**config.mk**
```make
export PLATFORM = sky130hd
export DESIGN_NAME = cla_adder16
export DESIGN_NICKNAME = d
export VERILOG_FILES = /design/src/rtl/cla_pkg.sv /design/src/rtl/cla_pg_bits.sv /design/src/rtl/cla_cell.sv /design/src/rtl/cla_sum_bits.sv /design/src/rtl/cla_adder16.sv
export SDC_FILE = /design/constraint.sdc
export NUM_CORES = 1
export LEC_CHECK = 0
export BUFFER_PORTS_ARGS = -buffer_cell sky130_fd_sc_hd__buf_4
export CAP_MARGIN = 20
export CORE_MARGIN = 8
export CORE_UTILIZATION = 43
export DETAILED_ROUTE_END_ITERATION = 7
export PLACE_DENSITY_LB_ADDON = 0.05
export SLEW_MARGIN = 10
export SYNTH_ARGS = -nofsm -noshare
export SYNTH_HDL_FRONTEND = slang
export SYNTH_SLANG_ARGS = --single-unit
```
**constraint.sdc**
```tcl
create_clock -name vclk -period 3.3
set_input_delay 0.66 -clock vclk [all_inputs]
set_output_delay 0.66 -clock vclk [all_outputs]
set_load 0.05 [all_outputs]
```
**src/rtl/cla_pkg.sv**
```systemverilog
package cla_pkg;
   // fan-in of the lookahead cell used at every level
   localparam int unsigned CELL_ARITY = 4;

   // number of lookahead levels needed to cover a word of the given width
   function automatic int unsigned level_count(input int unsigned width);
      int unsigned span;
      int unsigned lv;
      span = 1;
      lv   = 0;
      while (span < width && lv < 16) begin
         span = span * CELL_ARITY;
         lv   = lv + 1;
      end
      return lv;
   endfunction
endpackage

```
**src/rtl/cla_pg_bits.sv**
```systemverilog
module cla_pg_bits #(
   parameter int unsigned WIDTH = 16
) (
   input  logic [WIDTH-1:0] a_i,
   input  logic [WIDTH-1:0] b_i,
   output logic [WIDTH-1:0] gen_o,
   output logic [WIDTH-1:0] prop_o
);
   generate
      if (WIDTH < 1) begin : g_bad_width
         $error("cla_pg_bits: WIDTH must be at least 1");
      end
   endgenerate

   genvar i;
   generate
      for (i = 0; i < WIDTH; i++) begin : g_bit
         assign gen_o[i]  = a_i[i] & b_i[i];
         assign prop_o[i] = a_i[i] ^ b_i[i];
      end
   endgenerate

   // a bit can never both generate and pass a carry (R5 foundation)
   always_comb begin
      a_r5_bit_exclusive: assert ((gen_o & prop_o) == '0)
         else $error("bit generate and pass flags overlap");
   end
endmodule

```
**src/rtl/cla_cell.sv**
```systemverilog
module cla_cell #(
   parameter int unsigned ARITY = cla_pkg::CELL_ARITY
) (
   input  logic [ARITY-1:0] g_in,
   input  logic [ARITY-1:0] p_in,
   input  logic             c_in,
   output logic [ARITY-1:0] c_out,
   output logic             grp_g,
   output logic             grp_p
);
   generate
      if (ARITY < 2 || ARITY > 8) begin : g_bad_arity
         $error("cla_cell: ARITY must lie between 2 and 8");
      end
   endgenerate

   // flat sum-of-products carry into position 'upto' of this cell
   function automatic logic lookahead(input logic [ARITY-1:0] g,
                                      input logic [ARITY-1:0] p,
                                      input logic             ci,
                                      input int unsigned      upto);
      logic acc;
      logic term;
      acc = 1'b0;
      for (int j = 0; j < ARITY; j++) begin
         if (j < upto) begin
            term = g[j];
            for (int m = 0; m < ARITY; m++) begin
               if (m > j && m < upto) term = term & p[m];
            end
            acc = acc | term;
         end
      end
      term = ci;
      for (int m = 0; m < ARITY; m++) begin
         if (m < upto) term = term & p[m];
      end
      return acc | term;
   endfunction

   genvar k;
   generate
      for (k = 0; k < ARITY; k++) begin : g_carry
         assign c_out[k] = lookahead(g_in, p_in, c_in, k);
      end
   endgenerate

   assign grp_g = lookahead(g_in, p_in, 1'b0, ARITY);
   assign grp_p = &p_in;

   always_comb begin
      // exclusive inputs give exclusive group flags
      if ((g_in & p_in) == '0) begin
         a_r5_cell_exclusive: assert (!(grp_g && grp_p))
            else $error("cell group flags both set");
      end
      // the lowest carry is the incoming carry itself
      a_r8_cell_entry: assert (c_out[0] == c_in)
         else $error("cell entry carry differs from c_in");
      // a fully passing cell forwards its carry to every position
      if (grp_p) begin
         a_r6_cell_pass: assert (c_out == {ARITY{c_in}})
            else $error("passing cell did not forward its carry");
      end
   end
endmodule

```
**src/rtl/cla_sum_bits.sv**
```systemverilog
module cla_sum_bits #(
   parameter int unsigned WIDTH = 16
) (
   input  logic [WIDTH-1:0] prop_i,
   input  logic [WIDTH-1:0] carry_i,
   output logic [WIDTH-1:0] sum_o
);
   genvar i;
   generate
      for (i = 0; i < WIDTH; i++) begin : g_bit
         assign sum_o[i] = prop_i[i] ^ carry_i[i];
      end
   endgenerate
endmodule

```
**src/rtl/cla_adder16.sv**
```systemverilog
module cla_adder16 #(
   parameter int unsigned WIDTH = 16
) (
   input  logic [WIDTH-1:0] a_i,
   input  logic [WIDTH-1:0] b_i,
   input  logic             cin,
   output logic [WIDTH-1:0] sum_o,
   output logic             cout,
   output logic             grp_g,
   output logic             grp_p
);
   import cla_pkg::*;

   localparam int unsigned ARITY  = CELL_ARITY;
   localparam int unsigned GROUPS = WIDTH / ARITY;
   localparam int unsigned LEVELS = level_count(WIDTH);

   generate
      if (WIDTH != ARITY * ARITY || LEVELS != 2) begin : g_bad_cfg
         $error("cla_adder16: WIDTH must equal CELL_ARITY squared (two levels)");
      end
   endgenerate

   logic [WIDTH-1:0]  bit_g, bit_p, bit_c;
   logic [GROUPS-1:0] blk_g, blk_p, blk_c;

   cla_pg_bits #(.WIDTH(WIDTH)) u_pg (
      .a_i   (a_i),
      .b_i   (b_i),
      .gen_o (bit_g),
      .prop_o(bit_p)
   );

   genvar gi;
   generate
      for (gi = 0; gi < GROUPS; gi++) begin : g_slice
         cla_cell #(.ARITY(ARITY)) u_lo (
            .g_in (bit_g[gi*ARITY +: ARITY]),
            .p_in (bit_p[gi*ARITY +: ARITY]),
            .c_in (blk_c[gi]),
            .c_out(bit_c[gi*ARITY +: ARITY]),
            .grp_g(blk_g[gi]),
            .grp_p(blk_p[gi])
         );
      end
   endgenerate

   cla_cell #(.ARITY(GROUPS)) u_hi (
      .g_in (blk_g),
      .p_in (blk_p),
      .c_in (cin),
      .c_out(blk_c),
      .grp_g(grp_g),
      .grp_p(grp_p)
   );

   cla_sum_bits #(.WIDTH(WIDTH)) u_sum (
      .prop_i (bit_p),
      .carry_i(bit_c),
      .sum_o  (sum_o)
   );

   assign cout = grp_g | (grp_p & cin);

   // arithmetic reference for the assertions below
   logic [WIDTH:0] chk_full;
   logic [WIDTH:0] chk_nocin;
   assign chk_full  = {1'b0, a_i} + {1'b0, b_i} + {{WIDTH{1'b0}}, cin};
   assign chk_nocin = {1'b0, a_i} + {1'b0, b_i};

   always_comb begin
      a_r1_sum: assert (sum_o == chk_full[WIDTH-1:0])
         else $error("sum differs from arithmetic result");
      a_r2_cout: assert (cout == chk_full[WIDTH])
         else $error("carry-out differs from arithmetic result");
      a_r3_grp_gen: assert (grp_g == chk_nocin[WIDTH])
         else $error("word generate flag wrong");
      a_r4_grp_prop: assert (grp_p == ((a_i ^ b_i) == {WIDTH{1'b1}}))
         else $error("word pass flag wrong");
      a_r5_word_exclusive: assert (!(grp_g && grp_p))
         else $error("word flags both set");
   end

   // slice entry carries match the arithmetic carry from lower bits
   genvar bi;
   generate
      for (bi = 1; bi < GROUPS; bi++) begin : g_entry_chk
         logic [bi*ARITY:0] low_sum;
         assign low_sum = {1'b0, a_i[bi*ARITY-1:0]} + {1'b0, b_i[bi*ARITY-1:0]}
                        + {{(bi*ARITY){1'b0}}, cin};
         always_comb begin
            a_r8_slice_entry: assert (blk_c[bi] == low_sum[bi*ARITY])
               else $error("slice entry carry wrong");
         end
      end
   endgenerate
endmodule

```
==> impl_results.md, run 1 <==
* Initial Utilization at 46.8%
* Number of antenna violations at the first check in global routing at 0
* I/O pin count at 52
* Total standard cell area after synthesis at 713 sq um
* Stage at which the run stopped: 5_1_grt
* Hold-fix buffer count after cts at 0
* Total instance count after detailed placement at 168
* Number of synthesis warnings at 0
* Floorplan die width at 56.7 microns
* Top cells by count, synth: ha_1, nor2_1, o21a_1, a21oi_1
* Tool error: [ERROR DPL-0033] detailed placement checks failed during check placement.
* Height of the die at 56.7 microns
* Post-detail-place hpwl at 2160 microns
* Synthesized instance count at 87
* Post-synthesis cell type with the largest combined area: ha_1
* Count of distinct cell types in the synthesized netlist at 21
* Type of the worst endpoint after the last repair: output port
* Mean cell area of the mapped netlist at 8.20 sq um
* Most instantiated library cell after synthesis: ha_1
* Maximum number of pins on one net before global-route repair at 5
* Seq/Total Area, Yosys at 0%
* Global placement routability congestion at 0.788
* Run status: aborted with a tool error
* Floorplan row count at 14
* Port Buf Inserts at 52
* GR repair worst EP: sum_o[11]
* Synth top area share at 35.1%
* Number of nets in the synthesized netlist at 144
* Dominant cells by area after synthesis: ha_1, fa_1, o21a_1
## logic make-up after synthesis
kind of cell / after synthesis / synth area share (%)
AOI/OAI and AO/OA: 26 / 25.4
adders and majority gates: 24 / 46.3
and+or+nand+nor: 24 / 15.8
xor gates and xnor gates: 8 / 9.82
buffers and inverters: 5 / 2.63
## what timing repair did
action	in CTS
resized for setup	11
endpoints found under the setup margin	6
pin swaps	6
buffers inserted	7
## metrics by stage
stage	util (%)	worst slack, ps	TNS [ps]	cell area (sq um)
2_1_floorplan	-	-157	-171	759
3_3_place_gp	83.2	-120	-300	1270
3_5_place_dp	83.2	-175	-475	1270
4_1_cts	91.5	5.83	0	1390
==> run 2: changes to the inputs <==
Settings changed: CORE_AREA set to 8 8 69 71, CORE_MARGIN 8 to unset, CORE_UTILIZATION 43 to unset, DIE_AREA set to 0 0 77 79, PLACE_DENSITY_LB_ADDON 0.05 to 0.15.
==> impl_results.md, run 2 <==
* WS Path Type: in2out
* Most instantiated library cell after synthesis: ha_1
* Total length of routed wires at 2630 microns
* Run status: finished clean
* Global Route Usage Sum at 8.58%
* Power per cell area at 304 mW/mm^2
* Worst-path fanout max at 3
* Global-route wire length before repair at 4570 microns
* Slowest stage delay, CP at 280 ps
* Max Clock Freq at 0.307 GHz
* Number of vias per cell after detailed routing at 4.29
* Vias in the first global route at 1016
* Cell breakdown of the critical path: buf_6, ha_4, nand4_1, buf_4, buf_4, buf_4, buf_4, buf_4, buf_4, buf_4, buf_4, nor4_2, buf_4
* Pre-antenna DRT Iters at 2
* Synth top area share at 35.1%
* Top library cells by usage in the layout, fill and taps aside: buf_4, ha_1, buf_6
* Hold-fix buffer count after cts at 0
* Library cell appearing most often on the critical path: buf_4
* Port Buf Inserts at 52
* Die footprint at 0.00608 sq mm
* Class of the tightest hold or removal check: in2out
* Clock buffer count at 0
* Dominant cells by area after synthesis: ha_1, fa_1, o21a_1
* Peak supply drop at 133 uV
* Count of distinct cell types in the synthesized netlist at 21
* # nets final at 223
* Data required time at the worst endpoint at 2640 ps
* Slowest CP cell: ha_4
* Residual overflow from global routing at 0
* DRC violation total after the first TritonRoute iteration at 10
* Global placement routability congestion at 0.699
* DR WL/cell at 12.3 microns
* Floorplan row count at 23
* Total buffers and inverters traversed by the critical path at 10
* Family of cells with the greatest summed delay on the critical path: buffers and inverters
* Via count at 918
* Ratio of cells with drive above 1 in the final layout at 62.8%
* Arrival @ worst endpoint at 2600 ps
* Total standard cell area after synthesis at 713 sq um
* Count of cell instances traversed by the critical path at 13
* Most common cell after layout, fill and taps aside: buf_4
* Min Tclk post-route at 3260 ps
* Number of antenna violations at the first check in global routing at 0
* Mean cell area of the mapped netlist at 8.20 sq um
* Num sequential at 0
* Seq/Total Area, Yosys at 0%
* Antenna diode instance count at 0
* Post-detailed-placement cell area at 0.00133 sq mm
* Endpoints failing setup at 0
* Least-Margin Pin Slew at 226 ps
* Final hold viol count at 0
* Area of the multi-input gates at 855 sq um
* Hold Crit Depth at 3
* Number of synthesis warnings at 0
* Endpoint type of the worst setup path: output port
* Post-synthesis cell type with the largest combined area: ha_1
* Syn-to-layout area delta at 118%
* Max-capacitance violation count at 0
* Post-detailed-route count of antenna-violating nets at 0
* Final WS setup at 41.3 ps
* Top cells by count, synth: ha_1, nor2_1, o21a_1, a21oi_1
* Post-detail-place hpwl at 2200 microns
* Relative slew margins at 84.8%
* Post-route cell area at 0.00155 sq mm
* Minimum setup slack after placement at -169 ps
* Synthesized instance count at 87
* Number of max-slew violations in the final report at 0
* Unrepaired setup endpoints after global routing: true
* Fill cell total of the finished layout at 415
* Maximum number of pins on one net before global-route repair at 5
* I/O pin count at 52
* Leak Pwr at 0.742 nW
* Initial Utilization at 18.8%
* Core footprint at 0.00380 sq mm
* Period utilization at 98.7%
* Number of remaining DRC errors at 0
* Height of the die at 79 microns
* Floorplan die width at 77 microns
* Area used by sequential logic in the layout at 0 sq um
* Critical path startpoint category: input port
* Number of nets in the synthesized netlist at 144
## run 2: cell counts after synthesis
No cell type changed its count.
## run 2: cells by family (layout without fill, tap and decap cells)
logic type      after synthesis  count (layout)  share of synthesized area [%]
buf+inv                       5              82                           2.63
simple gates                 24              24                           15.8
fa+ha+maj                    24              24                           46.3
compound gates               26              26                           25.4
xor+xnor                      8               8                           9.82
## run 2: area by class of cell
cell class / instances / share of cell area (%)
Timing Repair Buffer: 77 / 39.7
Multi-Input combinational cell: 82 / 55.1
Inverter: 5 / 1.21
Tap cell: 50 / 4.03
## run 2: tightest hold or removal path: stages
cell and delay, ps:
buf_4 90, fa_1 150, buf_4 190
## run 2: timing repair
item	CTS	global route
cloned	0	0
endpoints found under the setup margin	6	6
pin swaps	7	8
resized for setup	12	14
hold endpoints to repair	0	0
buffers inserted	7	3
## run 2: layer usage
metal  GRT usage [%]  wire, microns
met1            9.34           1020
met5               0              0
met4               0              0
met2            17.2           1440
met3            2.03            178
## run 2: through the flow
stage / utilization (%) / power, W / std cells / hold slack (ps) / TNS [ps]
6_report: 40.8 / 0.000471 / 214 / 1760 / 0
5_1_grt: 40.8 / 0.000505 / 214 / 1770 / -125
3_5_place_dp: 34.9 / 0.000429 / 204 / 1750 / -507
3_3_place_gp: 34.9 / 0.000427 / 204 / 1760 / -347
4_1_cts: 38.8 / 0.000456 / 211 / 1760 / 0
2_1_floorplan: - / 0.000284 / 87 / 1710 / -171
## run 2: where the power goes
group / leakage, nW / internal (W) / switching, W
clock: 0 / 0 / 0
combinational: 0.742 / 0.000197 / 0.000274
sequential: 0 / 0 / 0
## run 2: worst paths after layout
check | start | end | slack, ps
hold / removal | b_i[4] | sum_o[4] | 1760
setup / recovery | b_i[1] | grp_p | 40
(Power assumes the default switching activity.)
==> run 3: changes to the inputs <==
Settings changed: SYNTH_HIERARCHICAL set to 1.
==> impl_results.md, run 3 <==
* Top cells by count, synth: a21o_1, ha_1, xor2_1, a21oi_1, nand2_1
* Port Buf Inserts at 52
* Mean cell area of the mapped netlist at 7.65 sq um
* Max Clock Freq at 0.313 GHz
* Height of the die at 79 microns
* Synthesized instance count at 88
* Total standard cell area after synthesis at 673 sq um
* Floorplan die width at 77 microns
* Residual overflow from global routing at 0
* Num sequential at 0
* Syn-to-layout area delta at 79.6%
* Number of nets in the synthesized netlist at 137
* Total length of routed wires at 2160 microns
* Final hold viol count at 0
* DR WL/cell at 11.4 microns
* # nets final at 191
* Relative slew margins at 83.5%
* Floorplan row count at 23
* Layout Utilization at 31.8%
* Die footprint at 0.00608 sq mm
* Number of vias per cell after detailed routing at 4.16
* Global placement routability congestion at 0.695
* Ratio of cells with drive above 1 in the final layout at 48.6%
* Arrival @ worst endpoint at 2530 ps
* Hold Crit Depth at 3
* Max-capacitance violation count at 0
* Least-Margin Pin Slew at 247 ps
* Number of antenna violations at the first check in global routing at 0
* Global Route Usage Sum at 6.58%
* Run status: finished clean
* Area used by sequential logic in the layout at 0 sq um
* Top library cells by usage in the layout, fill and taps aside: buf_4, a21o_1, ha_1
* Dominant cells by area after synthesis: ha_1, xor2_1, a21o_1
* I/O pin count at 52
* DRC violation total after the first TritonRoute iteration at 15
* Final setup TNS at 0 ps
* Core footprint at 0.00380 sq mm
* Min Tclk post-route at 3190 ps
* Peak supply drop at 114 uV
* Post-detailed-route count of antenna-violating nets at 0
* Endpoints failing setup at 0
* Hold-fix buffer count after cts at 0
* Startpoint of the worst hold path: cin
* Unrepaired setup endpoints after global routing: false
* Worst-path fanout max at 3
* Period utilization at 96.7%
* Endpoint type of the worst setup path: output port
* Number of max-slew violations in the final report at 0
* Number of remaining DRC errors at 0
* Initial Utilization at 17.7%
* Slowest stage delay, CP at 340 ps
* Post-detail-place hpwl at 1980 microns
* Post-synthesis cell type with the largest combined area: ha_1
* Critical path startpoint category: input port
* Antenna diode instance count at 0
* Number of synthesis warnings at 6
* WS Path Type: in2out
* Power per cell area at 353 mW/mm^2
* Most common cell after layout, fill and taps aside: buf_4
* Leak Pwr at 0.664 nW
* Clock buffer count at 0
* Post-detailed-placement cell area at 0.00116 sq mm
* Post-CTS setup-driven buffer insertion count at 0
* Vias in the first global route at 828
* Cell breakdown of the critical path: buf_4, ha_1, a21oi_2, o21ai_2, a21o_1, a31o_1, a21o_1, a31o_1, xor2_2, buf_4
* Synth top area share at 29.7%
* Post-route cell area at 0.00121 sq mm
* Class of the tightest hold or removal check: in2out
* Pre-antenna DRT Iters at 4
* Slowest CP cell: ha_1
* Count of distinct cell types in the synthesized netlist at 9
* Worst Hold Endpoint: sum_o[0]
* Seq/Total Area, Yosys at 0%
* Data required time at the worst endpoint at 2640 ps
* Global-route wire length before repair at 3590 microns
* Maximum number of pins on one net before global-route repair at 6
* Via count at 790
-- run 3: cell families after synthesis --
kind of cell / after synthesis / share of synthesized area [%]
AO/OA/AOI/OAI: 36 / 35.5
XOR/XNOR: 16 / 20.8
adder cells (fa/ha/maj): 16 / 29.7
AND/OR/NAND/NOR: 15 / 8.37
buffers and inverters: 5 / 5.58
-- run 3: metal layers --
metal | vias up | GRT usage [%] | routed length, microns
li1 | 417 | - | -
met5 | - | 0 | 0
met2 | 34 | 12.0 | 1050
met4 | 0 | 0 | 0
met3 | 0 | 2.26 | 229
met1 | 339 | 7.73 | 882
-- run 3: worst max-delay path, delay by kind of cell --
kind	cells	cell delay, ps
compound gates	6	1060
fa+ha+maj	1	340
buf+inv	2	300
xor+xnor	1	170
-- run 3: worst max-delay path by stage --
stage                start        end
floorplan           a_i[1]  sum_o[13]
global placement    a_i[7]  sum_o[15]
CTS                 a_i[3]  sum_o[15]
detailed placement  a_i[3]  sum_o[15]
global route        a_i[7]  sum_o[15]
finish              a_i[7]  sum_o[15]
-- run 3: per-stage QoR --
stage	power [W]	cells	hold WS [ps]	worst slack, ps
4_1_cts	0.000422	190	1680	52.8
6_report	0.000427	190	1680	108
5_1_grt	0.000455	190	1690	4.95
2_1_floorplan	0.000294	88	1620	44.7
3_5_place_dp	0.000421	190	1680	52.1
3_3_place_gp	0.000421	190	1680	59.2
-- run 3: repair_timing --
action,CTS,global route
gates resized for setup,0,7
setup endpoints to repair,0,3
hold endpoints to repair,0,0
-- run 3: layout make-up --
cell class | instances | area (sq um)
Tap cell | 50 | 62.6
Fill cell | 428 | 2590
Timing Repair Buffer | 57 | 428
Multi-Input combinational cell | 83 | 718
-- run 3: report_power, final --
part           switching [W]  internal, W
combinational       0.000270     0.000157
clock                      0            0
sequential                 0            0
total               0.000270     0.000157
==> run 4: changes to the inputs <==
Clock period 3.3 ns to 3.85 ns, I/O delays scaled along.
==> impl_results.md, run 4 (same netlist as run 3, synthesis figures left out) <==
* Num sequential at 0
* Cell breakdown of the critical path: buf_4, ha_1, a21oi_1, o21ai_1, a21o_1, a31o_1, a21o_1, a31o_1, xor2_1, buf_4
* Post-CTS setup-driven buffer insertion count at 0
* Family of cells with the greatest summed delay on the critical path: compound AO/OA/AOI/OAI gates
* Endpoint type of the worst setup path: output port
* Vias in the first global route at 817
* Total length of routed wires at 2110 microns
* Final setup TNS at 0 ps
* Min Tclk post-route at 3530 ps
* # nets final at 186
* Number of antenna violations at the first check in global routing at 0
* Total instance count after detailed placement at 185
* Hold Crit Depth at 3
* Power per cell area at 315 mW/mm^2
* Via count at 781
* Post-detailed-route count of antenna-violating nets at 0
* Max Clock Freq at 0.283 GHz
* Global-route wire length before repair at 3510 microns
* Worst-path fanout max at 5
* Height of the die at 79 microns
* Minimum setup slack after placement at 325 ps
* Leak Pwr at 0.632 nW
* Die footprint at 0.00608 sq mm
* Initial Utilization at 17.7%
* # resized after CTS at 0
* Number of max-slew violations in the final report at 0
* Pre-antenna DRT Iters at 4
* Total buffers and inverters traversed by the critical path at 2
* Slowest CP cell: ha_1
* Global placement routability congestion at 0.684
* Number of vias per cell after detailed routing at 4.22
* Global Route Usage Sum at 6.41%
* Period utilization at 91.8%
* Max-capacitance violation count at 0
* Clock buffer count at 0
* Floorplan die width at 77 microns
* Syn-to-layout area delta at 61.7%
* Class of the tightest hold or removal check: in2out
* Core footprint at 0.00380 sq mm
* Final hold viol count at 0
* Power consumption at 0.000343 W
* Port Buf Inserts at 52
* Fill cell total of the finished layout at 430
* Residual overflow from global routing at 0
* Critical path startpoint category: input port
* Slowest stage delay, CP at 340 ps
* Data required time at the worst endpoint at 3080 ps
* Non-filler instance count after layout at 185
* Ratio of cells with drive above 1 in the final layout at 38.5%
* Antenna diode instance count at 0
* Run status: finished clean
* Endpoints failing setup at 0
* Unrepaired setup endpoints after global routing: false
* Startpoint of the worst hold path: cin
* Count of cell instances traversed by the critical path at 10
* Peak supply drop at 156 uV
* I/O pin count at 52
* DRC violation total after the first TritonRoute iteration at 17
* Post-detail-place hpwl at 1960 microns
* Number of remaining DRC errors at 0
* Area used by sequential logic in the layout at 0 sq um
* WS Path Type: in2out
* Top library cells by usage in the layout, fill and taps aside: buf_4, a21o_1, ha_1, xor2_1
* Arrival @ worst endpoint at 2760 ps
* Maximum number of pins on one net before global-route repair at 6
* Least-Margin Pin Slew at 256 ps
* Relative slew margins at 82.9%
* Final WS setup at 317 ps
* Worst Hold Endpoint: sum_o[0]
* Floorplan row count at 23
* Most common cell after layout, fill and taps aside: buf_4
* Hold-fix buffer count after cts at 0
* DR WL/cell at 11.4 microns
run 4: layout make-up:
class	count	area (sq um)	area share, %
Tap cell	50	62.6	5.75
Multi-Input combinational cell	83	636	58.4
Timing Repair Buffer	52	390	35.9
run 4: where the power goes:
group / internal, W / switching, W / leakage [nW]
logic: 0.000120 / 0.000223 / 0.632
clock network: 0 / 0 / 0
registers: 0 / 0 / 0
run 4: per-layer routing:
metal  wire [microns]  GRT usage, %
met3              133          1.24
met1              960          7.89
met5                0             0
met4                0             0
met2             1020          11.9
run 4: worst min-delay path: stages:
cell,delay (ps)
buf_4,110
xor2_1,60
buf_4,180
run 4: how the worst max path moves through the flow:
stage / from / end
6_report: a_i[1] / sum_o[15]
5_1_grt: a_i[1] / sum_o[15]
4_1_cts: a_i[3] / sum_o[15]
3_5_place_dp: a_i[3] / sum_o[15]
3_3_place_gp: a_i[1] / sum_o[15]
2_1_floorplan: a_i[1] / sum_o[15]
run 4: per-stage QoR:
stage	utilization [%]	area, sq um	hold WS, ps
floorplan	-	673	1840
global placement	28.7	1090	1900
detailed placement	28.7	1090	1900
CTS	28.7	1090	1900
global route	28.7	1090	1910
finish	28.7	1090	1890
